File: src/rtl/tdm_buf_pkg.sv
package tdm_buf_pkg;
    localparam int DATA_W     = 8;
    localparam int ADDR_W     = 3;
    localparam int FIFO_DEPTH = 32;

    localparam logic [ADDR_W-1:0] OFS_TX_CTRL = 3'd0;
    localparam logic [ADDR_W-1:0] OFS_TX_DATA = 3'd1;
    localparam logic [ADDR_W-1:0] OFS_RX_CTRL = 3'd2;
    localparam logic [ADDR_W-1:0] OFS_RX_DATA = 3'd3;
    localparam logic [ADDR_W-1:0] OFS_CHAN    = 3'd4;

    // bit positions shared by both control/status registers
    localparam int BIT_LEVEL = 0;   // queue level flag (read)
    localparam int BIT_CMD   = 1;   // enable / drop (write)
    localparam int BIT_FLAG  = 2;   // sticky flag (read)
    localparam int BIT_HDLC  = 3;   // hdlc routing (write)

    localparam logic [DATA_W-1:0] CHAN_RESET = 8'hFF;
    localparam logic [DATA_W-1:0] IDLE_BYTE  = 8'hFF;
endpackage

File: src/rtl/tdm_byte_fifo.sv
module tdm_byte_fifo #(
    parameter int WIDTH = 8,
    parameter int DEPTH = 32
) (
    input  logic                          clk_i,
    input  logic                          rst_i,
    input  logic                          flush_i,
    input  logic                          push_i,
    input  logic [WIDTH-1:0]              push_data_i,
    input  logic                          pop_i,
    output logic [WIDTH-1:0]              head_o,
    output logic [$clog2(DEPTH+1)-1:0]    count_o,
    output logic                          empty_o,
    output logic                          full_o
);
    localparam int PTR_W = $clog2(DEPTH);
    localparam int CNT_W = $clog2(DEPTH + 1);
    localparam logic [PTR_W-1:0] LAST = PTR_W'(DEPTH - 1);

    typedef struct packed {
        logic [PTR_W-1:0] wr;
        logic [PTR_W-1:0] rd;
        logic [CNT_W-1:0] cnt;
    } fifo_state_t;

    fifo_state_t s_d, s_q;
    logic [WIDTH-1:0] mem_q [DEPTH];
    logic do_push, do_pop;

    assign empty_o = (s_q.cnt == '0);
    assign full_o  = (s_q.cnt == CNT_W'(DEPTH));
    assign do_push = push_i && !full_o && !flush_i;
    assign do_pop  = pop_i && !empty_o && !flush_i;
    assign head_o  = mem_q[s_q.rd];
    assign count_o = s_q.cnt;

    always_comb begin
        s_d = s_q;
        if (flush_i) begin
            s_d = '0;
        end else begin
            if (do_push) s_d.wr = (s_q.wr == LAST) ? '0 : s_q.wr + 1'b1;
            if (do_pop)  s_d.rd = (s_q.rd == LAST) ? '0 : s_q.rd + 1'b1;
            s_d.cnt = s_q.cnt + CNT_W'(do_push) - CNT_W'(do_pop);
        end
    end

    always_ff @(posedge clk_i) begin
        if (rst_i) s_q <= '0;
        else       s_q <= s_d;
    end

    always_ff @(posedge clk_i) begin
        if (do_push) mem_q[s_q.wr] <= push_data_i;
    end
endmodule

File: src/rtl/tdm_wb_regs.sv
module tdm_wb_regs
    import tdm_buf_pkg::*;
(
    input  logic              clk_i,
    input  logic              rst_i,
    input  logic              cyc_i,
    input  logic              stb_i,
    input  logic              we_i,
    input  logic [ADDR_W-1:0] adr_i,
    input  logic [DATA_W-1:0] dat_i,
    output logic [DATA_W-1:0] dat_o,
    output logic              ack_o,
    output logic              rty_o,
    input  logic              tx_full_i,
    input  logic              tx_empty_i,
    input  logic              rx_full_i,
    input  logic              rx_empty_i,
    input  logic [DATA_W-1:0] rx_head_i,
    input  logic              eng_tx_req_i,
    input  logic              eng_frame_err_i,
    output logic              tx_push_o,
    output logic              rx_pop_o,
    output logic              rx_flush_o,
    output logic              tx_en_o,
    output logic              hdlc_en_o,
    output logic [DATA_W-1:0] chan_o
);
    typedef struct packed {
        logic              ack;
        logic              rty;
        logic [DATA_W-1:0] dat;
        logic              tx_en;
        logic              hdlc_en;
        logic              aborted;
        logic              frame_err;
        logic [DATA_W-1:0] chan;
    } regs_t;

    regs_t r_d, r_q;
    logic  req, clr_abort;

    assign req = cyc_i && stb_i && !r_q.ack && !r_q.rty;

    always_comb begin
        r_d        = r_q;
        r_d.ack    = 1'b0;
        r_d.rty    = 1'b0;
        r_d.dat    = '0;
        tx_push_o  = 1'b0;
        rx_pop_o   = 1'b0;
        rx_flush_o = 1'b0;
        clr_abort  = 1'b0;
        if (req) begin
            r_d.ack = 1'b1;
            unique case (adr_i)
                OFS_TX_CTRL: begin
                    if (we_i) begin
                        r_d.tx_en   = dat_i[BIT_CMD];
                        r_d.hdlc_en = dat_i[BIT_HDLC];
                        clr_abort   = 1'b1;
                    end else begin
                        r_d.dat[BIT_LEVEL] = tx_empty_i;
                        r_d.dat[BIT_FLAG]  = r_q.aborted;
                    end
                end
                OFS_TX_DATA: begin
                    if (we_i) begin
                        if (tx_full_i) begin
                            r_d.ack = 1'b0;
                            r_d.rty = 1'b1;
                        end else begin
                            tx_push_o = 1'b1;
                        end
                    end
                end
                OFS_RX_CTRL: begin
                    if (we_i) begin
                        rx_flush_o = dat_i[BIT_CMD];
                    end else begin
                        r_d.dat[BIT_LEVEL] = rx_full_i;
                        r_d.dat[BIT_FLAG]  = r_q.frame_err;
                    end
                end
                OFS_RX_DATA: begin
                    if (!we_i) begin
                        if (rx_empty_i) begin
                            r_d.ack = 1'b0;
                            r_d.rty = 1'b1;
                        end else begin
                            rx_pop_o = 1'b1;
                            r_d.dat  = rx_head_i;
                        end
                    end
                end
                OFS_CHAN: begin
                    if (we_i) r_d.chan = dat_i;
                    else      r_d.dat  = r_q.chan;
                end
                default: ;
            endcase
        end
        if (eng_tx_req_i && r_q.tx_en && tx_empty_i) r_d.aborted = 1'b1;
        else if (clr_abort)                          r_d.aborted = 1'b0;
        if (eng_frame_err_i)  r_d.frame_err = 1'b1;
        else if (rx_flush_o)  r_d.frame_err = 1'b0;
    end

    always_ff @(posedge clk_i) begin
        if (rst_i) begin
            r_q      <= '0;
            r_q.chan <= CHAN_RESET;
        end else begin
            r_q <= r_d;
        end
    end

    assign dat_o     = r_q.dat;
    assign ack_o     = r_q.ack;
    assign rty_o     = r_q.rty;
    assign tx_en_o   = r_q.tx_en;
    assign hdlc_en_o = r_q.hdlc_en;
    assign chan_o    = r_q.chan;
endmodule

File: src/rtl/tdm_buf_regs.sv
module tdm_buf_regs
    import tdm_buf_pkg::*;
(
    input  logic              clk_i,
    input  logic              rst_i,
    input  logic              cyc_i,
    input  logic              stb_i,
    input  logic              we_i,
    input  logic [ADDR_W-1:0] adr_i,
    input  logic [DATA_W-1:0] dat_i,
    output logic [DATA_W-1:0] dat_o,
    output logic              ack_o,
    output logic              rty_o,
    output logic              tag_txdone_o,
    output logic              tag_rxrdy_o,
    input  logic              eng_tx_req_i,
    output logic [DATA_W-1:0] eng_tx_data_o,
    input  logic              eng_rx_we_i,
    input  logic [DATA_W-1:0] eng_rx_data_i,
    input  logic              eng_frame_err_i,
    output logic              tx_enable_o,
    output logic              hdlc_en_o,
    output logic [DATA_W-1:0] chan_count_o
);
    localparam int CNT_W = $clog2(FIFO_DEPTH + 1);

    logic              tx_full, tx_empty, rx_full, rx_empty;
    logic              tx_push, tx_pop, rx_pop, rx_flush, tx_en;
    logic [DATA_W-1:0] tx_head, rx_head;
    logic [CNT_W-1:0]  tx_count, rx_count;
    logic              tx_live;

    assign tx_live = tx_en && !tx_empty;
    assign tx_pop  = eng_tx_req_i && tx_live;

    tdm_byte_fifo #(.WIDTH(DATA_W), .DEPTH(FIFO_DEPTH)) u_tx_fifo (
        .clk_i      (clk_i),
        .rst_i      (rst_i),
        .flush_i    (1'b0),
        .push_i     (tx_push),
        .push_data_i(dat_i),
        .pop_i      (tx_pop),
        .head_o     (tx_head),
        .count_o    (tx_count),
        .empty_o    (tx_empty),
        .full_o     (tx_full)
    );

    tdm_byte_fifo #(.WIDTH(DATA_W), .DEPTH(FIFO_DEPTH)) u_rx_fifo (
        .clk_i      (clk_i),
        .rst_i      (rst_i),
        .flush_i    (rx_flush),
        .push_i     (eng_rx_we_i),
        .push_data_i(eng_rx_data_i),
        .pop_i      (rx_pop),
        .head_o     (rx_head),
        .count_o    (rx_count),
        .empty_o    (rx_empty),
        .full_o     (rx_full)
    );

    tdm_wb_regs u_regs (
        .clk_i          (clk_i),
        .rst_i          (rst_i),
        .cyc_i          (cyc_i),
        .stb_i          (stb_i),
        .we_i           (we_i),
        .adr_i          (adr_i),
        .dat_i          (dat_i),
        .dat_o          (dat_o),
        .ack_o          (ack_o),
        .rty_o          (rty_o),
        .tx_full_i      (tx_full),
        .tx_empty_i     (tx_empty),
        .rx_full_i      (rx_full),
        .rx_empty_i     (rx_empty),
        .rx_head_i      (rx_head),
        .eng_tx_req_i   (eng_tx_req_i),
        .eng_frame_err_i(eng_frame_err_i),
        .tx_push_o      (tx_push),
        .rx_pop_o       (rx_pop),
        .rx_flush_o     (rx_flush),
        .tx_en_o        (tx_en),
        .hdlc_en_o      (hdlc_en_o),
        .chan_o         (chan_count_o)
    );

    assign tx_enable_o   = tx_en;
    assign eng_tx_data_o = tx_live ? tx_head : IDLE_BYTE;
    assign tag_txdone_o  = tx_empty;
    assign tag_rxrdy_o   = !rx_empty;
endmodule

File: config.mk
export PLATFORM = sky130hd
export DESIGN_NAME = tdm_buf_regs
export DESIGN_NICKNAME = d
export VERILOG_FILES = /design/src/rtl/tdm_buf_pkg.sv /design/src/rtl/tdm_byte_fifo.sv /design/src/rtl/tdm_wb_regs.sv /design/src/rtl/tdm_buf_regs.sv
export SDC_FILE = /design/constraint.sdc
export NUM_CORES = 1
export LEC_CHECK = 0
export BUFFER_PORTS_ARGS = -buffer_cell sky130_fd_sc_hd__buf_4
export CORE_ASPECT_RATIO = 0.9
export CORE_MARGIN = 2
export CORE_UTILIZATION = 40
export DETAILED_ROUTE_END_ITERATION = 16
export SLEW_MARGIN = 20
export SYNTH_ARGS = -nofsm -noshare
export SYNTH_HDL_FRONTEND = slang
export SYNTH_SLANG_ARGS = --single-unit
File: constraint.sdc
create_clock -name clk_i -period 3.4 [get_ports clk_i]
set_input_delay 0.68 -clock clk_i [delete_from_list [all_inputs] [get_ports clk_i]]
set_output_delay 0.68 -clock clk_i [all_outputs]
set_load 0.01 [all_outputs]
After elaboration in Yosys (flattened, before gate mapping)
Memories as Yosys holds them, arrays and structs flattened. A register that Yosys moved wholly into a read port is not among the register bits.
Index checks and enable logic that the tools add are counted.

word-level totals
  memory bits (writable) = 512
  output and inout bits = 30
  memories = 2
  input port bits = 27
  flip-flop bits (word level) = 54
  word-level logic and storage cells = 110

memories
  memory           depth  width  rd ports  clocked after memory_dff  wr ports  RTL line             text
  u_rx_fifo.mem_q  32     8      1         1                         1         tdm_byte_fifo.sv:27  logic [WIDTH-1:0] mem_q [DEPTH];
  u_tx_fifo.mem_q  32     8      1         1                         1         tdm_byte_fifo.sv:27

operators by class
  reductions and logical operators = 29
  muxes and demuxes = 46
  eq/ne operators = 10
  add/subtract/negate cells = 8
  bitwise gates (word level) = 1

operators with widths
  cell                 count
  $mux 5               8
  $mux 1               26
  $mux 8               3
  $add 5x1->5 const B  4
  $eq 5x5->1 const B   4
  $logic_and 1x1->1    13
  $add 6x1->6          2
  $eq 6x6->1 const B   2
  $logic_not 6->1      2
  $sub 6x1->6          2
  $mux 10              1
  $pmux 5 s2           1
  $pmux 1 s4           2
  $logic_not 1->1      7
  $eq 3x2->1 const B   2
  $mux 2               3
  $reduce_and 3->1     2
  $pmux 2 s2           1
  $reduce_bool 2->1    2
  $reduce_or 2->1      2
  $eq 3x1->1 const B   1
  $eq 3x3->1 const B   1
  $logic_not 3->1      1
  $pmux 1 s2           1
  $not 1->1            1

Depth between registers and ports, before layout
Gate-level depths: netlist of the first run.

  depth after elaboration = 9
  depth in mapped cells = 14
  depth with buffers taken out = 14

Hierarchy
A second synthesis of the first run with hierarchy kept.

second synthesis, totals
  cell total of the unflattened synthesis = 1392
  area, all modules = 23501.3 µm²

modules (own cells, without submodules)
  module         area each (µm²)  times used  sequential area each (µm²)  cells an instance
  tdm_byte_fifo  11164.5          2           8107.8                      630
  tdm_wb_regs    1084.8           1           440.4                       121
  tdm_buf_regs   87.6             1           0.0                         11

Worst setup path after synthesis of the first run
Ideal clock, no wire load.

  kind = input to register
  from = in stb_i
  to = reg u_rx_fifo.s_q, in the netlist u_rx_fifo.count_o[4]
  slack = 533 ps
  buffers on the path = 2
  library setup time = 128 ps
  stages on the path = 12
  data required time = 3272 ps
  arrival time = 2739 ps
  cell sequence = nor4bb_1 > buf_2 > nand3_1 > and2_1 > clkbuf_1 > ha_1 > fa_1 > a21oi_1 > nor2_1 > nor2_1 > xor2_1 > nor2_1

between the ends
  cells in the longest elaborated chain, start to end = 8
  elaborated cells between the ends (all ways) = 12
  classes of those cells = add/sub: 2; mux: 2; reduce/logical: 8

ends and longest elaborated chain
  what                            RTL line             text
  from (decl)                     tdm_buf_regs.sv:7    input logic stb_i,
  $logic_and 1x1->1 (3 in a row)  tdm_wb_regs.sv:42    assign req = cyc_i && stb_i && !r_q.ack && !r_q.rty;
  $mux 1                          tdm_wb_regs.sv:53    if (req) begin
  $logic_not 1->1                 tdm_byte_fifo.sv:32  assign do_push = push_i && !full_o && !flush_i;
  $logic_and 1x1->1               tdm_byte_fifo.sv:32
  via u_rx_fifo.do_push           tdm_byte_fifo.sv:28  logic do_push, do_pop;
  $add 6x1->6                     tdm_byte_fifo.sv:44  s_d.cnt = s_q.cnt + CNT_W'(do_push) - CNT_W'(do_pop);
  $sub 6x1->6                     tdm_byte_fifo.sv:44
  to (signal assigned)            tdm_byte_fifo.sv:49  if (rst_i) s_q <= '0;
  to (signal assigned)            tdm_byte_fifo.sv:50  else s_q <= s_d;
  to (decl)                       tdm_byte_fifo.sv:26  fifo_state_t s_d, s_q;

The timed path passes the listed nets, and every way through them passes these cells.
A chain may end at the register's enable or synchronous reset.

==> results of run 1 <==
-- critical path, delay by kind of cell, from the launching register on --
family          cells  cell delay [ps]
compound gates      1              240
buf+inv             3              400
flops               1              420
mux                 2             1070
-- sequential cells by signal, indices dropped and copies added, names as in the netlist, named ones only --
register	flops
u_rx_fifo.mem_q	256
u_tx_fifo.mem_q	256
u_rx_fifo.s_q	10
u_tx_fifo.s_q	10
u_regs.chan_o	8
u_regs.dat_o	8
u_rx_fifo.count_o	6
u_tx_fifo.count_o	6
u_regs.r_q	2
u_regs.ack_o	1
u_regs.hdlc_en_o	1
u_regs.rty_o	1
u_regs.tx_en_o	1
-- synth_stat cells (4+ instances only) --
cell / count / area [um2]
a211oi_1: 12 / 90.1
a21oi_1: 42 / 210
a221oi_1: 9 / 78.8
a22oi_1: 4 / 30.0
a31oi_1: 6 / 37.5
and2_1: 5 / 31.3
and3_1: 6 / 37.5
buf_1: 5 / 18.8
buf_2: 9 / 45.0
buf_4: 26 / 195
buf_6: 7 / 78.8
clkbuf_1: 25 / 93.8
dfxtp_1: 64 / 1280
edfxtp_1: 512 / 15400
ha_1: 32 / 400
inv_1: 26 / 97.6
mux2_2: 5 / 56.3
mux2i_1: 45 / 450
mux4_2: 137 / 3090
nand2_1: 37 / 139
nand3_1: 14 / 70.1
nand3b_1: 8 / 60.1
nor2_1: 106 / 398
nor2b_1: 16 / 100
o21ai_0: 10 / 50.1
o22a_1: 8 / 70.1
or4_1: 4 / 30.0
xnor2_1: 5 / 43.8
xor2_1: 4 / 35.0
-- layer usage --
layer / vias up / track usage / share of wire
met4: 0 / 0.0583 / 0.025
met1: 6011 / 0.227 / 0.43
met3: 66 / 0.0313 / 0.055
li1: 5215 / - / -
met5: - / 0.00163 / 0
met2: 290 / 0.283 / 0.49
-- layout make-up --
class                      instances  area, um2  area share
multi-input combinational        556       5920       0.219
tap                              765        957      0.0354
clock buffer                      76       1640      0.0608
sequential                       576      16700       0.616
clock inverter                    32        359      0.0133
inverter                          26       97.6     0.00361
timing repair buffer             160       1410      0.0522
-- how the worst min path moves through the flow --
stage | from | end
2_1_floorplan | u_regs.r_q[8]$_SDFFE_PP0P_ | u_regs.r_q[8]$_SDFFE_PP0P_
3_3_place_gp | u_regs.r_q[8]$_SDFFE_PP0P_ | u_regs.r_q[8]$_SDFFE_PP0P_
3_5_place_dp | u_regs.r_q[8]$_SDFFE_PP0P_ | u_regs.r_q[8]$_SDFFE_PP0P_
4_1_cts | eng_frame_err_i | u_regs.r_q[8]$_SDFFE_PP0P_
5_1_grt | eng_frame_err_i | u_regs.r_q[8]$_SDFFE_PP0P_
6_report | eng_frame_err_i | u_regs.r_q[8]$_SDFFE_PP0P_
-- logic make-up (layout without fill, tap and decap cells) --
family,after synthesis,after routing
muxes,187,187
DFF,576,576
buffers and inverters,98,294
xor gates and xnor gates,9,9
adders and majority gates,34,34
and+or+nand+nor,224,224
AOI/OAI and AO/OA,102,102
-- power breakdown --
group          internal (mW)  total [mW]  switching (mW)
registers               7.77        7.81          0.0353
clock network           3.88        6.61            2.72
logic                  0.250       0.670           0.420
total                   11.9        15.1            3.18
-- metrics by stage --
step / setup WS [ps] / hold WS (ps) / total power [mW]
floorplan: 533 / 443 / 8.34
global placement: 357 / 466 / 8.62
detailed placement: 325 / 471 / 8.64
CTS: -95.6 / 264 / 15.3
global route: -99.5 / 259 / 15.6
finish: -23.7 / 287 / 15.1
-- repair_timing --
item | 4_1_cts | 5_1_grt
pin swaps | 0 | 0
resized for setup | 10 | 11
setup endpoints to repair | 8 | 8
setup buffers | 5 | 0
hold buffers | 0 | 0
gates cloned | 0 | 2
==> key figures, run 1 <==
Die
  – Site Rows: 83
  – Die H: roughly 230 um
  – Die width: around 260 um
  – Die area: 0.0596 mm2
  – Starting Density: 0.404
  – Io pins: 57
  – Core area: between 0.05 and 0.06 mm2

Synthesis
  – Ys flop type: edfxtp_1
  – Post-synth EDFFs: 512
  – Cells after Synth: about 1.2k
  – Simple-Gate Fraction of Synth Area: 0.0478
  – Mux cell area share after synthesis: 0.156
  – Syn Nets: 1,291
  – Seq/Total Area, Yosys: 0.722
  – Syn avg cell area: 18.7 um2
  – Post-synthesis xor/xnor area fraction: 0.00342
  – Mapped cell area: 0.0231 mm2
  – Post-synth ARST share: 0
  – Distinct cells, synth: 51
  – Syn. warnings: 0
  – Post-Synth Adder-Cell Area: 0.0191
  – Synth Area in Compound Gates: 0.0285
  – Largest family of logic cells by synthesized area: multiplexers
  – #FFs+latches synth: about 580

Run status
  – Status: complete, but fails checks
  – Failing checks: negative setup slack

Placed design
  – DPL Wire Length: 31,600 um
  – Dpl cell area: 0.0249 mm2
  – I/O Buffers: 56
  – Placed cell count: a little over 2k
  – Placer congestion estimate: 0.806

Setup path
  – Reg2reg end: u_tx_fifo.count_o[5]$_SDFF_PP0_
  – Crit end category: output port
  – Cell chain of the critical path: buf_12 > buf_6 > mux4_2 > mux4_2 > o22a_1 > buf_6
  – Worst setup SP type: flip-flop
  – Highest net fanout along the worst path: 5
  – Critical R2R Launch: u_tx_fifo.count_o[2]$_SDFF_PP0_
  – Crit path DAT: 2740 ps
  – Crit path largest cell delay: 540 ps
  – Crit Path Category: flip-flop to output port
  – Critical path destination: eng_tx_data_o[7]
  – Slowest-stage cell, CP: mux4_2
  – Reg2Reg Depth: 13
  – CP required: 2720 ps
  – Reg2Reg Setup Slack: a little under 600 ps

STA
  – Worst-Margin Slew: 860 ps
  – Skew final: roughly 17 ps
  – Highest Clock Rate: 0.292 GHz
  – Setup TNS Final: -83.0 ps
  – # setup viols final: 5
  – Final worst-path cycle share: 1.01
  – Slew Limit Headroom: 0.426
  – Tmin final: 3420 ps
  – Slew Viols, Final: 0
  – RSZ-0062 raised after global routing: true
  – Fin worst setup slack: -23.7 ps
  – Hold Fails Final Rpt: 0

Final layout
  – Ratio of cells with drive above 1 in the final layout: 0.292
  – Most common cell after layout, fill and taps aside: edfxtp_1
  – Final nets: between 1k and 1.5k
  – Ant diodes: 0
  – Synthesis-to-finish area growth: 17.4%
  – Final Non-Filler Cells: 2,191
  – Final Util: 0.475
  – Most frequent cells in the layout: edfxtp_1 (512), mux4_2 (137), buf_4 (137)
  – Fillers: between 4k and 5k
  – Design Area, Final: between 0.02 and 0.03 mm2

Drt
  – Final wirelength: 50,400 um
  – Drt first-iter violations: 827
  – Antenna Violating Nets Remaining: 0
  – DRC: 0
  – First drt pass iteration count: 5
  – Via count: 11.6k
  – Drt via density: 5.29
  – WL per Instance: 23.0 um

Worst hold path
  – Hold Crit Depth: 2
  – Worst min-delay path category: input pin to flip-flop

Global route
  – Vias in the first global route: 12.0k
  – Largest net degree at the start of global routing: 39
  – First-pass GRT wire length: 75,800 um
  – Initial antenna violation count: 1
  – Gr ovfl total: 0
  – GR Util All Layers: 0.171

Pwr
  – Max rail drop VDD: 0.367 mV
  – PD cells: approximately 560 mW/mm2
  – Leakage: roughly 9 nW

Clocking
  – CTS root buf: clkbuf_16
  – # H-tree levels: 2
  – Clock transition at the registers of the reported paths: approximately 60 ps
  – Worst skew pair latency: 620 ps
  – TritonCTS clock tree: done
  – Clock sinks: 576
  – Clock Tree Buf Depth: 3
  – Num CTS Buffers: 57

Job
  – Max Cap Viol: 0
(Power assumes the default switching activity.)
==> run 2, diff against run 1 <==
- CORE_UTILIZATION: 40 -> 60
- PLACE_DENSITY: unset -> 0.77
==> run 2 against run 1 <==
Effect of this change:
- the run now ends clean
- critical path depth is 1 higher
- largest cell class unchanged
- critical path type unchanged
- power is 4.9% lower
- sequential cell count did not move
- worst hold slack better by 29 ps
- combinational power is 1% lower
==> key figures, run 2 (synthesized netlist as in run 1, its figures left out) <==
Run status
  – Status: completed

Drt
  – Via count: around 12k
  – DRC: 0
  – Drt via density: 6.33
  – WL per Instance: about 26 um
  – Final wirelength: 49,500 um
  – First drt pass iteration count: 5
  – Drt first-iter violations: 1,218
  – Antenna Violating Nets Remaining: 0

Setup path
  – Worst setup SP type: flip-flop
  – Highest net fanout along the worst path: 6
  – Crit path DAT: 2700 ps
  – Crit end category: output port
  – CP required: 2720 ps
  – Crit Path Category: flip-flop to output port

Pwr
  – Max rail drop VDD: 0.419 mV
  – Clock network fraction of design power: 0.410
  – Switching share of power: 0.210
  – PD cells: 547 mW/mm2
  – Sequential Power Share: 0.544
  – Leakage: 8.51 nW
  – Combinational share of power: 0.046
  – Total net switching power: 3.01 mW
  – Pwr Total: between 10 and 15 mW
  – Internal: 11.3 mW

STA
  – # setup viols final: 0
  – Hold Fails Final Rpt: 0
  – Tmin final: ~3400 ps
  – Skew final: 18.2 ps
  – Setup TNS Final: 0 ps
  – Slew Limit Headroom: 0.446
  – RSZ-0062 raised after global routing: true
  – Worst-Margin Slew: 830 ps
  – Fin worst setup slack: 21.2 ps
  – Final worst-path cycle share: 0.994
  – Slew Viols, Final: 0
  – Highest Clock Rate: 0.296 GHz

Clocking
  – Worst skew pair latency: about 590 ps
  – # H-tree levels: 2
  – Clock sinks: ~580
  – Cts hold-fix bufs: 0
  – Clock Tree Buf Depth: 3
  – TritonCTS clock tree: done
  – Num CTS Buffers: 53
  – Clock transition at the registers of the reported paths: 70 ps
  – CTS root buf: clkbuf_16

Placed design
  – Placed cell count: 1,790
  – Place WS: 330 ps
  – Placer congestion estimate: between 0.8 and 0.9
  – I/O Buffers: 56
  – DPL Wire Length: 30,100 um
  – Dpl cell area: 0.0244 mm2

Final layout
  – Final nets: 1,420
  – Ratio of cells with drive above 1 in the final layout: 0.276
  – Area of the multi-input gates: 0.00591 mm2
  – Most common cell after layout, fill and taps aside: edfxtp_1
  – Synthesis-to-finish area growth: 13.8%
  – Final Non-Filler Cells: 1,890
  – Most frequent cells in the layout: edfxtp_1 (512), mux4_2 (137), buf_4 (134)
  – Top Registers: u_rx_fifo.mem_q: 256 flops, u_tx_fifo.mem_q: 256 flops
  – Ant diodes: 0
  – Fillers: 2,331
  – FF/Latch Area: 0.0167 mm2
  – Design Area, Final: 0.0262 mm2

Global route
  – Initial antenna violation count: 0
  – Vias in the first global route: 12.1k
  – Gr ovfl total: 0
  – GR Util All Layers: 0.255
  – First-pass GRT wire length: around 75,000 um
  – Largest net degree at the start of global routing: 41

Die
  – Starting Density: 0.605
  – Die width: 211 um
  – Io pins: 57
  – Die H: around 190 um
  – Site Rows: 68
  – Die area: around 0.04 mm2
  – Core area: 0.0381 mm2

Worst hold path
  – Worst min-delay path category: input pin to flip-flop

Job
  – Max Cap Viol: 0
run 2: changes by cell type in the layout (fill, tap and decap cells not counted), moves of 4 or more:
cell / previous run / this run
buf_6: 10 / 4
clkbuf_1: 10 / 5
clkbuf_16: 64 / 53
clkbuf_8: 4 / 0
clkinv_1: 5 / 12
run 2: final cells by class:
class                           instances  area share
Tap cell                              490      0.0234
Multi-Input combinational cell        556       0.225
Inverter                               26     0.00372
Sequential cell                       576       0.636
Clock buffer                           58      0.0513
Clock inverter                         38      0.0137
Timing Repair Buffer                  146      0.0469
run 2: what timing repair did:
item / CTS / global route
endpoints found under the hold margin: 0 / 0
cloned: 2 / 0
buffers inserted: 3 / 0
endpoints found under the setup margin: 8 / 8
gates resized for setup: 6 / 9
run 2: path summary, 6_finish.rpt:
path                                   startpoint                               to  slack [ps]  depth (start not counted)
setup reg to reg  u_tx_fifo.count_o[2]$_SDFF_PP0_  u_tx_fifo.count_o[5]$_SDFF_PP0_         440                         13
setup / recovery                        flip-flop                 eng_tx_data_o[6]          20                          7
hold reg to reg        u_regs.r_q[8]$_SDFFE_PP0P_       u_regs.r_q[8]$_SDFFE_PP0P_         500                          1
hold / removal                    eng_frame_err_i       u_regs.r_q[8]$_SDFFE_PP0P_         320                          2
run 2: power by group through the flow:
stage | logic, mW | registers (mW) | clock network (mW)
floorplan | 0.386 | 7.95 | 0
global placement | 0.648 | 7.96 | 0
detailed placement | 0.658 | 7.96 | 0
CTS | 0.664 | 7.80 | 5.94
global route | 0.744 | 7.81 | 6.22
finish | 0.663 | 7.80 | 5.88
run 2: metal layers:
metal	vias up	global-route usage	wire, um
li1	5167	-	-
met1	6157	0.341	19200
met2	543	0.429	25100
met3	101	0.0391	3310
met4	0	0.102	1870
met5	-	0	0
run 2: metrics by stage:
stage,util,hold slack (ps)
after global routing,0.688,321
final,0.688,316
after detailed placement,0.640,477
after floorplan,-,443
after CTS,0.688,283
after global placement,0.640,467
run 2: critical path, cell delays in order, from the launching register on:
cell	delay [ps]
dfxtp_4	430
buf_4	180
mux4_2	500
nor2b_1	180
a211oi_2	280
a21oi_1	160
o22a_1	240
buf_6	130
==> run 3, diff against run 2 <==
- CAP_MARGIN: unset -> 20
- SETUP_SLACK_MARGIN: unset -> 0.4
==> run 3 against run 2 <==
Effect of this change:
- combinational power rose by 0.6%
- critical path depth down 1
- cell count is 0.37% higher
- first-iteration DRC count grew 6.4%
- sequential share of layout area fell by 0.40 points
- largest cell class unchanged
- highest routed layer unchanged
==> key figures, run 3 (synthesized netlist as in run 1, its figures left out) <==
Run status
  – Status: completed

STA
  – Worst-Margin Slew: 830 ps
  – Hold Fails Final Rpt: 0
  – Final worst-path cycle share: 0.996
  – # setup viols final: 0
  – Setup TNS Final: 0 ps
  – Tmin final: 3390 ps
  – Slew Limit Headroom: 0.446
  – Fin worst setup slack: 13.7 ps
  – RSZ-0062 raised after global routing: true
  – Slew Viols, Final: 0
  – Highest Clock Rate: between 0.2 and 0.3 GHz
  – Skew final: 18.5 ps
  – Hold_ws: around 310 ps

Final layout
  – Top Registers: u_rx_fifo.mem_q: 256 flops, u_tx_fifo.mem_q: 256 flops
  – Most frequent cells in the layout: edfxtp_1 (512), mux4_2 (137), buf_4 (131)
  – Synthesis-to-finish area growth: 14.5%
  – Final nets: 1,427
  – Most common cell after layout, fill and taps aside: edfxtp_1
  – Final Util: 0.693
  – Design Area, Final: 0.0264 mm2
  – Ant diodes: 0
  – Fillers: 2,296
  – Ratio of cells with drive above 1 in the final layout: 0.282
  – Final Non-Filler Cells: 1,897

Setup path
  – CP Buf/Inv Count: 3
  – Highest net fanout along the worst path: 8
  – Crit end category: output port
  – Slowest-stage cell, CP: mux4_2
  – Crit path max-delay family: multiplexers
  – CP required: 2720 ps
  – Crit Path Category: flip-flop to output port
  – Crit path largest cell delay: roughly 550 ps
  – Worst setup SP type: flip-flop
  – Cell chain of the critical path: buf_6 > buf_16 > mux4_2 > mux4_2 > o22a_1 > buf_6
  – Crit path DAT: 2710 ps

Drt
  – DRC: 0
  – First drt pass iteration count: 7
  – Drt first-iter violations: 1,296
  – Final wirelength: 49,600 um
  – Met2 Wirelength: roughly 25,000 um
  – Top sig layer: met4
  – Via count: 12.1k
  – WL per Instance: approximately 26 um
  – DRT met1 WL: 19,100 um
  – Routed wire length on met3: 3500 um
  – Drt via density: 6.35
  – Antenna Violating Nets Remaining: 0

Clocking
  – Cts hold-fix bufs: 0
  – Clock transition at the registers of the reported paths: ~70 ps
  – Worst skew pair latency: 590 ps
  – Num CTS Buffers: 53
  – # H-tree levels: 2
  – TritonCTS clock tree: done
  – Clock Tree Buf Depth: 3
  – Clock sinks: 576
  – CTS root buf: clkbuf_16

Die
  – Core area: 0.0381 mm2
  – Io pins: 57
  – Site Rows: 68
  – Die H: 190 um
  – Die width: 211 um
  – Die area: 0.0400 mm2
  – Starting Density: 0.605

Global route
  – First-pass GRT wire length: 74,900 um
  – Initial antenna violation count: 0
  – GR Util All Layers: 0.256
  – Gr ovfl total: 0
  – Vias in the first global route: 12.1k
  – Largest net degree at the start of global routing: 41

Job
  – Max Cap Viol: 0

Placed design
  – Dpl cell area: 0.0244 mm2
  – I/O Buffers: 56
  – Place WS: 330 ps
  – Placer congestion estimate: 0.899
  – DPL Wire Length: 30,100 um
  – Placed cell count: 1,790

Pwr
  – Pwr Total: approximately 14 mW
  – PD cells: around 540 mW/mm2
  – Leakage: 8.58 nW
  – Max rail drop VDD: 0.419 mV

Worst hold path
  – Worst min-delay path category: input pin to flip-flop
[run 3: layout make-up]
cell class | instances | area, um2 | area share
repair buffers | 153 | 1370 | 0.0520
multi-input cells | 556 | 5940 | 0.225
inverters | 26 | 97.6 | 0.00370
well taps | 490 | 613 | 0.0232
clock buffers | 58 | 1350 | 0.0510
clock inverters | 38 | 360 | 0.0136
flip-flops and latches | 576 | 16700 | 0.632
[run 3: path summary, 6_finish.rpt]
kind                                                      start                              end  slack [ps]  cells past startpoint
worst max register to register  u_tx_fifo.count_o[2]$_SDFF_PP0_  u_tx_fifo.count_o[5]$_SDFF_PP0_         660                     13
worst min-delay path                            eng_frame_err_i       u_regs.r_q[8]$_SDFFE_PP0P_         310                      2
worst min register to register   u_tx_fifo.s_q[10]$_SDFFE_PP0P_   u_tx_fifo.s_q[10]$_SDFFE_PP0P_         500                      2
worst max-delay path                                  flip-flop                 eng_tx_data_o[1]          10                      6
[run 3: metal layers]
metal,up-vias,GRT usage
met2,579,0.432
met1,6196,0.342
li1,5187,-
met3,92,0.0390
met4,0,0.0929
met5,-,0
[run 3: repair_timing]
item | in CTS | in global routing
cloned | 4 | 0
setup buffers | 5 | 2
gates resized for setup | 24 | 4
endpoints found under the setup margin | 8 | 10
pin swaps | 1 | 4
[run 3: power by group]
part	leakage (nW)	internal [mW]	total (mW)	switching (mW)
registers	5.13	7.77	7.80	0.0352
clock network	0.820	3.32	5.88	2.56
logic	2.63	0.252	0.667	0.415
total	8.58	11.3	14.3	3.01
